### src/rtl/xlat_pkg.sv
package xlat_pkg;

  // descriptor bit positions (shared by area, segment and page words)
  localparam int DB_VALID = 0;
  localparam int DB_TE    = 0;
  localparam int DB_WP    = 2;
  localparam int DB_USED  = 3;
  localparam int DB_MOD   = 4;
  localparam int DB_CI    = 6;
  localparam int DB_GLB   = 7;
  localparam int DB_SUP   = 8;
  localparam int DB_WT    = 9;

  typedef enum logic [2:0] {
    FLT_NONE    = 3'd0,
    FLT_SEG_INV = 3'd1,
    FLT_PG_INV  = 3'd2,
    FLT_SUPER   = 3'd3,
    FLT_WRITE   = 3'd4
  } fault_e;

  typedef enum logic [2:0] {
    ST_IDLE,
    ST_SEG,
    ST_PAGE,
    ST_WBACK,
    ST_DONE
  } walk_state_e;

  function automatic logic [2:0] desc_attr(input logic [DB_WT:0] lo);
    return {lo[DB_WT], lo[DB_GLB], lo[DB_CI]};
  endfunction

endpackage

### src/rtl/xlat_addr_gen.sv
module xlat_addr_gen #(
  parameter int VA_W  = 32,
  parameter int IDX_W = 10,
  parameter int OFF_W = 12
) (
  input  logic                  sel_page_i,
  input  logic [VA_W-OFF_W-1:0] root_base_i,
  input  logic [VA_W-OFF_W-1:0] seg_base_i,
  input  logic [IDX_W-1:0]      seg_idx_i,
  input  logic [IDX_W-1:0]      pg_idx_i,
  output logic [VA_W-1:0]       addr_o
);
  localparam int PFN_W = VA_W - OFF_W;

  logic [PFN_W-1:0] base;
  logic [IDX_W-1:0] idx;

  always_comb begin
    base   = sel_page_i ? seg_base_i : root_base_i;
    idx    = sel_page_i ? pg_idx_i   : seg_idx_i;
    addr_o = {base, {OFF_W{1'b0}}} + (VA_W'(idx) << 2);
  end
endmodule

### src/rtl/xlat_desc_check.sv
module xlat_desc_check
  import xlat_pkg::*;
#(
  parameter bit IS_PAGE = 1'b0
) (
  input  logic   valid_i,
  input  logic   super_only_i,
  input  logic   wprot_i,
  input  logic   priv_i,
  input  logic   write_i,
  output logic   fault_o,
  output fault_e code_o
);
  // priority: valid, then privilege, then write permission
  always_comb begin
    code_o = FLT_NONE;
    if (!valid_i)                  code_o = IS_PAGE ? FLT_PG_INV : FLT_SEG_INV;
    else if (super_only_i && !priv_i) code_o = FLT_SUPER;
    else if (wprot_i && write_i)   code_o = FLT_WRITE;
    fault_o = (code_o != FLT_NONE);
  end
endmodule

### src/rtl/xlat_walker.sv
module xlat_walker
  import xlat_pkg::*;
#(
  parameter int VA_W  = 32,
  parameter int IDX_W = 10,
  parameter int OFF_W = 12
) (
  input  logic            clk_i,
  input  logic            rst_ni,
  input  logic            req_valid_i,
  input  logic [VA_W-1:0] req_vaddr_i,
  input  logic            req_write_i,
  input  logic            req_super_i,
  input  logic [VA_W-1:0] area_desc_i,
  output logic            busy_o,
  output logic            done_o,
  output logic [VA_W-1:0] paddr_o,
  output logic [2:0]      attr_o,
  output logic [2:0]      fault_code_o,
  output logic            mem_req_o,
  output logic            mem_we_o,
  output logic [VA_W-1:0] mem_addr_o,
  output logic [VA_W-1:0] mem_wdata_o,
  input  logic            mem_ack_i,
  input  logic [VA_W-1:0] mem_rdata_i
);
  localparam int PFN_W  = VA_W - OFF_W;
  localparam int SEG_LO = OFF_W + IDX_W;
  localparam int NLVL   = 2;

  walk_state_e      state_q;
  logic [VA_W-1:0]  va_q;
  logic             wr_q, sup_q;
  logic [PFN_W-1:0] root_base_q, seg_base_q;
  logic [2:0]       seg_attr_q;
  logic [VA_W-1:0]  pg_q;
  logic [VA_W-1:0]  res_pa_q;
  logic [2:0]       res_attr_q;
  fault_e           res_code_q;

  logic [NLVL-1:0]  lvl_fault;
  fault_e           lvl_code [NLVL];
  logic [VA_W-1:0]  desc_addr;

  logic unused_area_bits;
  assign unused_area_bits = ^{area_desc_i[OFF_W-1:DB_WT+1], area_desc_i[DB_SUP],
                              area_desc_i[DB_CI-1:DB_TE+1]};

  // one checker per table level
  for (genvar g = 0; g < NLVL; g++) begin : g_lvl
    xlat_desc_check #(.IS_PAGE(g == 1)) u_chk (
      .valid_i      (mem_rdata_i[DB_VALID]),
      .super_only_i (mem_rdata_i[DB_SUP]),
      .wprot_i      (mem_rdata_i[DB_WP]),
      .priv_i       (sup_q),
      .write_i      (wr_q),
      .fault_o      (lvl_fault[g]),
      .code_o       (lvl_code[g])
    );
  end

  xlat_addr_gen #(.VA_W(VA_W), .IDX_W(IDX_W), .OFF_W(OFF_W)) u_addr (
    .sel_page_i  (state_q != ST_SEG),
    .root_base_i (root_base_q),
    .seg_base_i  (seg_base_q),
    .seg_idx_i   (va_q[VA_W-1:SEG_LO]),
    .pg_idx_i    (va_q[SEG_LO-1:OFF_W]),
    .addr_o      (desc_addr)
  );

  always_ff @(posedge clk_i or negedge rst_ni) begin
    if (!rst_ni) begin
      state_q     <= ST_IDLE;
      va_q        <= '0;
      wr_q        <= 1'b0;
      sup_q       <= 1'b0;
      root_base_q <= '0;
      seg_base_q  <= '0;
      seg_attr_q  <= '0;
      pg_q        <= '0;
      res_pa_q    <= '0;
      res_attr_q  <= '0;
      res_code_q  <= FLT_NONE;
    end else begin
      unique case (state_q)
        ST_IDLE: if (req_valid_i) begin
          va_q        <= req_vaddr_i;
          wr_q        <= req_write_i;
          sup_q       <= req_super_i;
          root_base_q <= area_desc_i[VA_W-1:OFF_W];
          if (!area_desc_i[DB_TE]) begin
            res_pa_q   <= req_vaddr_i;
            res_attr_q <= desc_attr(area_desc_i[DB_WT:0]);
            res_code_q <= FLT_NONE;
            state_q    <= ST_DONE;
          end else begin
            state_q <= ST_SEG;
          end
        end
        ST_SEG: if (mem_ack_i) begin
          seg_base_q <= mem_rdata_i[VA_W-1:OFF_W];
          seg_attr_q <= desc_attr(mem_rdata_i[DB_WT:0]);
          if (lvl_fault[0]) begin
            res_code_q <= lvl_code[0];
            res_pa_q   <= '0;
            res_attr_q <= '0;
            state_q    <= ST_DONE;
          end else begin
            state_q <= ST_PAGE;
          end
        end
        ST_PAGE: if (mem_ack_i) begin
          pg_q <= mem_rdata_i;
          if (lvl_fault[1]) begin
            res_code_q <= lvl_code[1];
            res_pa_q   <= '0;
            res_attr_q <= '0;
            state_q    <= ST_DONE;
          end else begin
            res_code_q <= FLT_NONE;
            res_pa_q   <= {mem_rdata_i[VA_W-1:OFF_W], va_q[OFF_W-1:0]};
            res_attr_q <= seg_attr_q | desc_attr(mem_rdata_i[DB_WT:0]);
            state_q    <= ST_WBACK;
          end
        end
        ST_WBACK: if (mem_ack_i) state_q <= ST_DONE;
        ST_DONE:  state_q <= ST_IDLE;
        default:  state_q <= ST_IDLE;
      endcase
    end
  end

  always_comb begin
    mem_req_o   = (state_q == ST_SEG) || (state_q == ST_PAGE) || (state_q == ST_WBACK);
    mem_we_o    = (state_q == ST_WBACK);
    mem_addr_o  = desc_addr;
    mem_wdata_o = pg_q;
    mem_wdata_o[DB_USED] = 1'b1;
    if (wr_q) mem_wdata_o[DB_MOD] = 1'b1;
  end

  assign busy_o       = (state_q != ST_IDLE);
  assign done_o       = (state_q == ST_DONE);
  assign paddr_o      = res_pa_q;
  assign attr_o       = res_attr_q;
  assign fault_code_o = res_code_q;

  AST_REQ_HOLD: assert property (@(posedge clk_i) disable iff (!rst_ni)
    mem_req_o && !mem_ack_i |=> mem_req_o && $stable(mem_addr_o) && $stable(mem_we_o)
                                && $stable(mem_wdata_o));
  AST_DONE_PULSE: assert property (@(posedge clk_i) disable iff (!rst_ni)
    done_o |=> !done_o);
  AST_TE_OFF_NO_MEM: assert property (@(posedge clk_i) disable iff (!rst_ni)
    !busy_o && req_valid_i && !area_desc_i[DB_TE] |=> done_o && !mem_req_o);
  AST_SEG_INV_STOP: assert property (@(posedge clk_i) disable iff (!rst_ni)
    state_q == ST_SEG && mem_ack_i && !mem_rdata_i[DB_VALID]
      |=> done_o && fault_code_o == FLT_SEG_INV);
  AST_WB_USED: assert property (@(posedge clk_i) disable iff (!rst_ni)
    mem_req_o && mem_we_o |-> mem_wdata_o[DB_USED]);
  AST_WB_MOD_ON_WRITE: assert property (@(posedge clk_i) disable iff (!rst_ni)
    mem_req_o && mem_we_o && wr_q |-> mem_wdata_o[DB_MOD]);
endmodule

### config.mk
export PLATFORM = sky130hd
export DESIGN_NAME = xlat_walker
export DESIGN_NICKNAME = d
export VERILOG_FILES = /design/src/rtl/xlat_pkg.sv /design/src/rtl/xlat_addr_gen.sv /design/src/rtl/xlat_desc_check.sv /design/src/rtl/xlat_walker.sv
export SDC_FILE = /design/constraint.sdc
export NUM_CORES = 1
export LEC_CHECK = 0
export ABC_CLOCK_PERIOD_IN_PS = 3550
export CAP_MARGIN = 20
export CORE_MARGIN = 5
export CORE_UTILIZATION = 51
export DETAILED_ROUTE_END_ITERATION = 10
export GPL_ROUTABILITY_DRIVEN = 0
export PLACE_DENSITY = 0.93
export SYNTH_ARGS = -nofsm -noshare
export SYNTH_HDL_FRONTEND = slang
export SYNTH_SLANG_ARGS = --single-unit
### constraint.sdc
create_clock -name clk_i -period 3.55 [get_ports clk_i]
set_input_delay 0.5325 -clock clk_i [delete_from_list [all_inputs] [get_ports clk_i]]
set_output_delay 0.5325 -clock clk_i [all_outputs]
set_load 0.1 [all_outputs]
==> key figures, run 1 <==
Synth
  • Netlist Area Pre-Place: 6820 sq um
  • Fraction of the mapped netlist area in adder cells: 0%
  • Synth cell types: 30
  • Main combinational cell family by area after synthesis: multiplexers
  • Synth Area in Compound Gates: 5.87%
  • Post-synthesis sequential area ratio: 54.7%
  • Synthesis-stage register bit count: 149
  • Avg Synthesized Cell Area: 13.1 sq um
  • XOR/XNOR Fraction of Synth Area: 0.128%
  • Mux contribution to synthesized area: 26.4%
  • Mapped Cells: 521
  • Ys Warns: 0
  • Simple-Gate Fraction of Synth Area: 6.15%

Detailed routing
  • Via Count: 4,630
  • Drt via density: 5.33
  • Number of nets with antenna violations after routing: 0
  • Drc violations: 0
  • Detailed Routing Iterations Pass 1: 4
  • Wire per inst: 19.8 um
  • Total Wirelength: 17.2 mm
  • Detailed Route Iter0 Violations: 179

Cells and area
  • # fillers: 883
  • Area grow syn2layout: 35.6%
  • Antenna Cells: 0
  • Most common cell after layout, fill and taps aside: clkdlybuf4s50_1
  • Share of post-route cells with drive strength above 1: 33.6%
  • Nets: 783
  • Post-layout util: 70.1%
  • Most frequent cells in the layout: clkdlybuf4s50_1 (160), dfrtp_1 (149), mux2_2 (128)

Clocking
  • CTS tree: done
  • Clock-pin slew on the worst setup and hold paths: 0.06 ns
  • Postcts setup bufs: 0
  • Cts repair resizes: 0
  • CTS Buf Count: 17
  • Worst-Skew Late Latency: 0.42 ns
  • CTS Buffer Depth: 2
  • CTS root buf: clkbuf_16
  • H-tree depth: 4
  • Clock Sinks: 149

Worst setup path
  • Max FO, Critical Path: 24
  • Worst path cell trace: nor3b_4 -> buf_4 -> buf_4 -> mux2_2 -> buf_4
  • Crit path from: state_q[0]
  • Critical path launch point type: flip-flop
  • WP data required: 3.02 ns
  • Critical Path Slowest Stage Cell: dfrtp_1
  • CP Capture Type: output pin
  • FF-to-FF path depth: 6
  • Worst r2r src: state_q[0]
  • WS Path Type: flip-flop to output pin
  • CP peak stage delay: 0.57 ns
  • CP arrival: 2.45 ns
  • Most frequent CP cell: buf_4

Die
  • Die width: 126 um
  • IO Pins: 208
  • Die area: 15,800 sq um
  • Core Box Area: 13,200 sq um
  • Starting Density: 51.7%
  • Row count: 42
  • Die span in y: 126 um

Timing
  • Endpoints failing setup: 0
  • Worst Skew: 0.00735 ns
  • Crit path time final: 2.99 ns
  • Actual slew at the worst max-slew pin: 1.02 ns
  • Fin Hold WS: 0.470 ns
  • Final Hold Fails: 0
  • Fin crit share: 84.1%
  • Final slew viol count: 0
  • RSZ-0062 raised after global routing: false
  • Fmax achieved: 0.335 GHz
  • Max-slew headroom: 31.8%
  • Post-route setup TNS: 0 ns

Global routing
  • Initial antenna violation count: 0
  • GRT Util Overall: 22.0%
  • Number of global-route vias before repair: 5,149
  • Largest net degree at the start of global routing: 115
  • Grt ovf: 0
  • First-pass GRT wire length: 27.6 mm

Place
  • Port bufs: 195
  • Hpwl dp: 12.1 mm

Status
  • Outcome: finished, final reports clean

Hold path
  • Hold WC Path Type: input port to asynchronous set/reset pin

Job
  • Max cap viols: 0
## per-layer routing
| metal | track usage [%] | part of all wire, % |
|---|---|---|
| met1 | 25.5 | 39 |
| met2 | 37.4 | 51 |
| met3 | 8.34 | 7.7 |
| met4 | 7.91 | 2.0 |
| met5 | 0 | 0 |
## Yosys cell counts, drive strengths merged
cell type	number	share of area (%)
nand2b	2	0.18
inv	3	0.17
a21oi	6	0.44
nand4	1	0.092
nor2	5	0.28
nand3	1	0.073
nor3b	2	0.37
and2	4	0.37
dfrtp	149	55
xor2	1	0.13
and4	1	0.13
a21o	1	0.11
mux2	153	26
buf	55	5.9
nor3	3	0.22
or2	4	0.37
a22o	37	4.8
a211oi	1	0.11
clkbuf	12	0.66
conb	2	0.11
o32ai	2	0.26
o21ai	1	0.073
nand2	74	4.1
o21a	1	0.11
## through the flow
| step | cells | worst slack [ns] | area (sq um) |
|---|---|---|---|
| 2_1_floorplan | 522 | 0.405 | 6820 |
| 3_3_place_gp | 835 | 0.705 | 8540 |
| 3_5_place_dp | 835 | 0.628 | 8540 |
| 4_1_cts | 866 | 0.556 | 9180 |
| 5_1_grt | 869 | 0.412 | 9250 |
| 6_report | 869 | 0.564 | 9250 |
## flip-flops by register name, summed over array words and instances, names as in the netlist, 3 cells and up
register and cells:
state_q 3, seg_base_q 20, seg_attr_q 3, pg_q 31, root_base_q 20, paddr_o 32, fault_code_o 3, va_q 32
attr_o 3
## critical path: cells and delay by family (launching register included)
| kind | cells | cell delay (ns) |
|---|---|---|
| buf+inv | 3 | 0.83 |
| flops | 1 | 0.57 |
| mux | 1 | 0.40 |
| simple gates | 1 | 0.24 |
## cell type report
class / instances / area, sq um / share of cell area (%)
tap: 176 / 220 / 2.38
multi-input combinational: 303 / 2650 / 28.6
sequential: 149 / 3730 / 40.3
timing repair buffer: 207 / 2000 / 21.6
clock buffer: 21 / 460 / 4.98
inverter: 3 / 11.3 / 0.122
clock inverter: 10 / 178 / 1.92
## cells by family (layout without fill, tap and decap cells)
kind of cell,after synthesis,in the layout
flip-flops,149,149
buffers and inverters,70,241
multiplexers,153,153
other,2,3
XOR/XNOR,1,1
AO/OA/AOI/OAI,49,49
AND/OR/NAND/NOR,97,97
## repair_timing
item                                    in CTS  in global routing
endpoints found under the setup margin       0                  0
hold buffers                                 0                  1
endpoints found under the hold margin        0                  8
## final timing paths
| check | to | slack [ns] |
|---|---|---|
| max in group asynchronous | va_q[10] | 2.09 |
| min in group clk_i | seg_base_q[19] | 0.47 |
| max reg2reg | paddr_o[8] | 1.04 |
| min | pg_q[21] | 0.47 |
| min reg2reg | seg_base_q[19] | 0.47 |
| max | mem_addr_o[6] | 0.56 |
Power of run 1 is left out: the tool's default activity adds up to more than one toggle a clock period on the data nets, which glitch-free logic cannot reach.
==> run 2, diff against run 1 <==
--- a/config.mk
+++ b/config.mk
@@ -5,13 +5,13 @@
 export SDC_FILE = /design/constraint.sdc
 export NUM_CORES = 1
 export LEC_CHECK = 0
-export ABC_CLOCK_PERIOD_IN_PS = 3550
+export ABC_CLOCK_PERIOD_IN_PS = 2700
 export CAP_MARGIN = 20
 export CORE_MARGIN = 5
-export CORE_UTILIZATION = 51
+export CORE_UTILIZATION = 43
 export DETAILED_ROUTE_END_ITERATION = 10
 export GPL_ROUTABILITY_DRIVEN = 0
-export PLACE_DENSITY = 0.93
+export PLACE_DENSITY = 0.84
 export SYNTH_ARGS = -nofsm -noshare
 export SYNTH_HDL_FRONTEND = slang
 export SYNTH_SLANG_ARGS = --single-unit
==> constraint.sdc (replaced) <==
create_clock -name clk_i -period 2.7 [get_ports clk_i]
set_input_delay 0.405 -clock clk_i [delete_from_list [all_inputs] [get_ports clk_i]]
set_output_delay 0.405 -clock clk_i [all_outputs]
set_load 0.1 [all_outputs]
==> run 2 against run 1 <==
Net effect:
- routed wire length rose by 3.9%
- setup slack got worse by 0.48 ns
- critical path depth is 1 lower
- clock-buffer cell count unchanged
- hold slack got worse by 0.0022 ns
- critical endpoint is now mem_addr_o[25]
==> key figures, run 2 (synthesis gave the netlist of run 1 again) <==
Die
  • Die area: 18,500 sq um
  • Die span in y: 136 um
  • IO Pins: 208
  • Die width: 136 um
  • Row count: 46
  • Starting Density: 43.4%
  • Core Box Area: 15,700 sq um

Detailed routing
  • Via Count: 4,656
  • Drt via density: 5.11
  • Detailed Route Iter0 Violations: 267
  • Drc violations: 0
  • Wire per inst: 19.6 um
  • Detailed Routing Iterations Pass 1: 4
  • Number of nets with antenna violations after routing: 0
  • Total Wirelength: 17.9 mm

Worst setup path
  • Max FO, Critical Path: 11
  • WS Path Type: flip-flop to output pin
  • WP data required: 2.30 ns
  • Critical path launch point type: flip-flop
  • CP Capture Type: output pin
  • CP arrival: 2.21 ns

Cells and area
  • Seq. cell area: 3730 sq um
  • Post-layout util: 60.8%
  • Share of post-route cells with drive strength above 1: 44.1%
  • # fillers: 1,228
  • Antenna Cells: 0
  • Most common cell after layout, fill and taps aside: dfrtp_1
  • Multi-input gate area: 2650 sq um
  • Area grow syn2layout: 40.1%
  • Nets: 785
  • Most frequent cells in the layout: dfrtp_1 (149), mux2_2 (128), clkdlybuf4s50_1 (91)

Status
  • Outcome: finished, final reports clean

Global routing
  • Number of global-route vias before repair: 5,119
  • Initial antenna violation count: 0
  • Grt ovf: 0
  • GRT Util Overall: 19.8%
  • First-pass GRT wire length: 28.0 mm
  • Largest net degree at the start of global routing: 67

Hold path
  • Hold WC Path Type: flip-flop to flip-flop

Clocking
  • Clock-pin slew on the worst setup and hold paths: 0.06 ns
  • CTS tree: done
  • Clock Sinks: 149
  • CTS Buffer Depth: 2
  • Worst-Skew Late Latency: 0.42 ns
  • CTS Buf Count: 17
  • H-tree depth: 4
  • CTS root buf: clkbuf_16
  • Cts repair resizes: 0

Timing
  • Final Hold Fails: 0
  • Actual slew at the worst max-slew pin: 0.846 ns
  • Worst Skew: 0.00594 ns
  • Max-slew headroom: 43.6%
  • RSZ-0062 raised after global routing: false
  • Post-route setup TNS: 0 ns
  • Fin crit share: 97.0%
  • Final slew viol count: 0
  • Fmax achieved: 0.382 GHz
  • Fin Hold WS: 0.467 ns
  • Endpoints failing setup: 0
  • Crit path time final: 2.62 ns

Job
  • Max cap viols: 0

Place
  • Hpwl dp: 12.7 mm
  • Port bufs: 195
==> run 2: changes by cell type in the layout (fill, tap and decap cells not counted), sizes merged <==
cell / change
inv: +2
clkinv: -1
clkdlybuf4s50: -69
buf: +71
==> run 2: stage by stage <==
stage                     instances  setup WS, ns  instance area, sq um
after floorplan                 522         0.489                  6830
after global placement          878         0.463                  8870
after detailed placement        878         0.428                  8870
after CTS                       912        0.0705                  9560
after global routing            912       0.00408                  9560
final                           912        0.0821                  9560
==> run 2: what timing repair did <==
item	4_1_cts	5_1_grt
hold buffers	1	0
setup buffers	1	0
endpoints found under the hold margin	15	0
endpoints found under the setup margin	16	0
==> run 2: cell type report <==
class                      count  share of cell area [%]
sequential                   149                    39.0
multi-input combinational    303                    27.8
timing repair buffer         209                    23.3
clock buffer                  21                    4.92
tap                          216                    2.83
clock inverter                11                    2.03
inverter                       3                   0.118
==> run 2: worst max-delay path, cell delays in order, from the launching register on <==
cell	delay, ns
dfrtp_1	0.56
nor3b_4	0.39
buf_4	0.27
mux2_2	0.39
buf_12	0.17
==> run 2: per-layer routing <==
layer	global-route usage [%]	wire [um]
met5	0	0
met4	6.27	277
met3	7.70	1670
met2	33.9	9060
met1	22.8	6850
==> run 2: worst paths after layout <==
path | start | end | slack [ns] | cells after the start
max in group asynchronous | rst_ni | pg_q[8] | 1.36 | 3
setup reg to reg | state_q[1] | va_q[27] | 0.57 | 4
min in group asynchronous | rst_ni | pg_q[11] | 0.53 | 2
hold / removal | seg_attr_q[1] | seg_attr_q[1] | 0.47 | 2
hold reg to reg | seg_attr_q[1] | seg_attr_q[1] | 0.47 | 2
setup / recovery | state_q[0] | mem_addr_o[25] | 0.08 | 4
Power of run 2 is left out for the same reason.
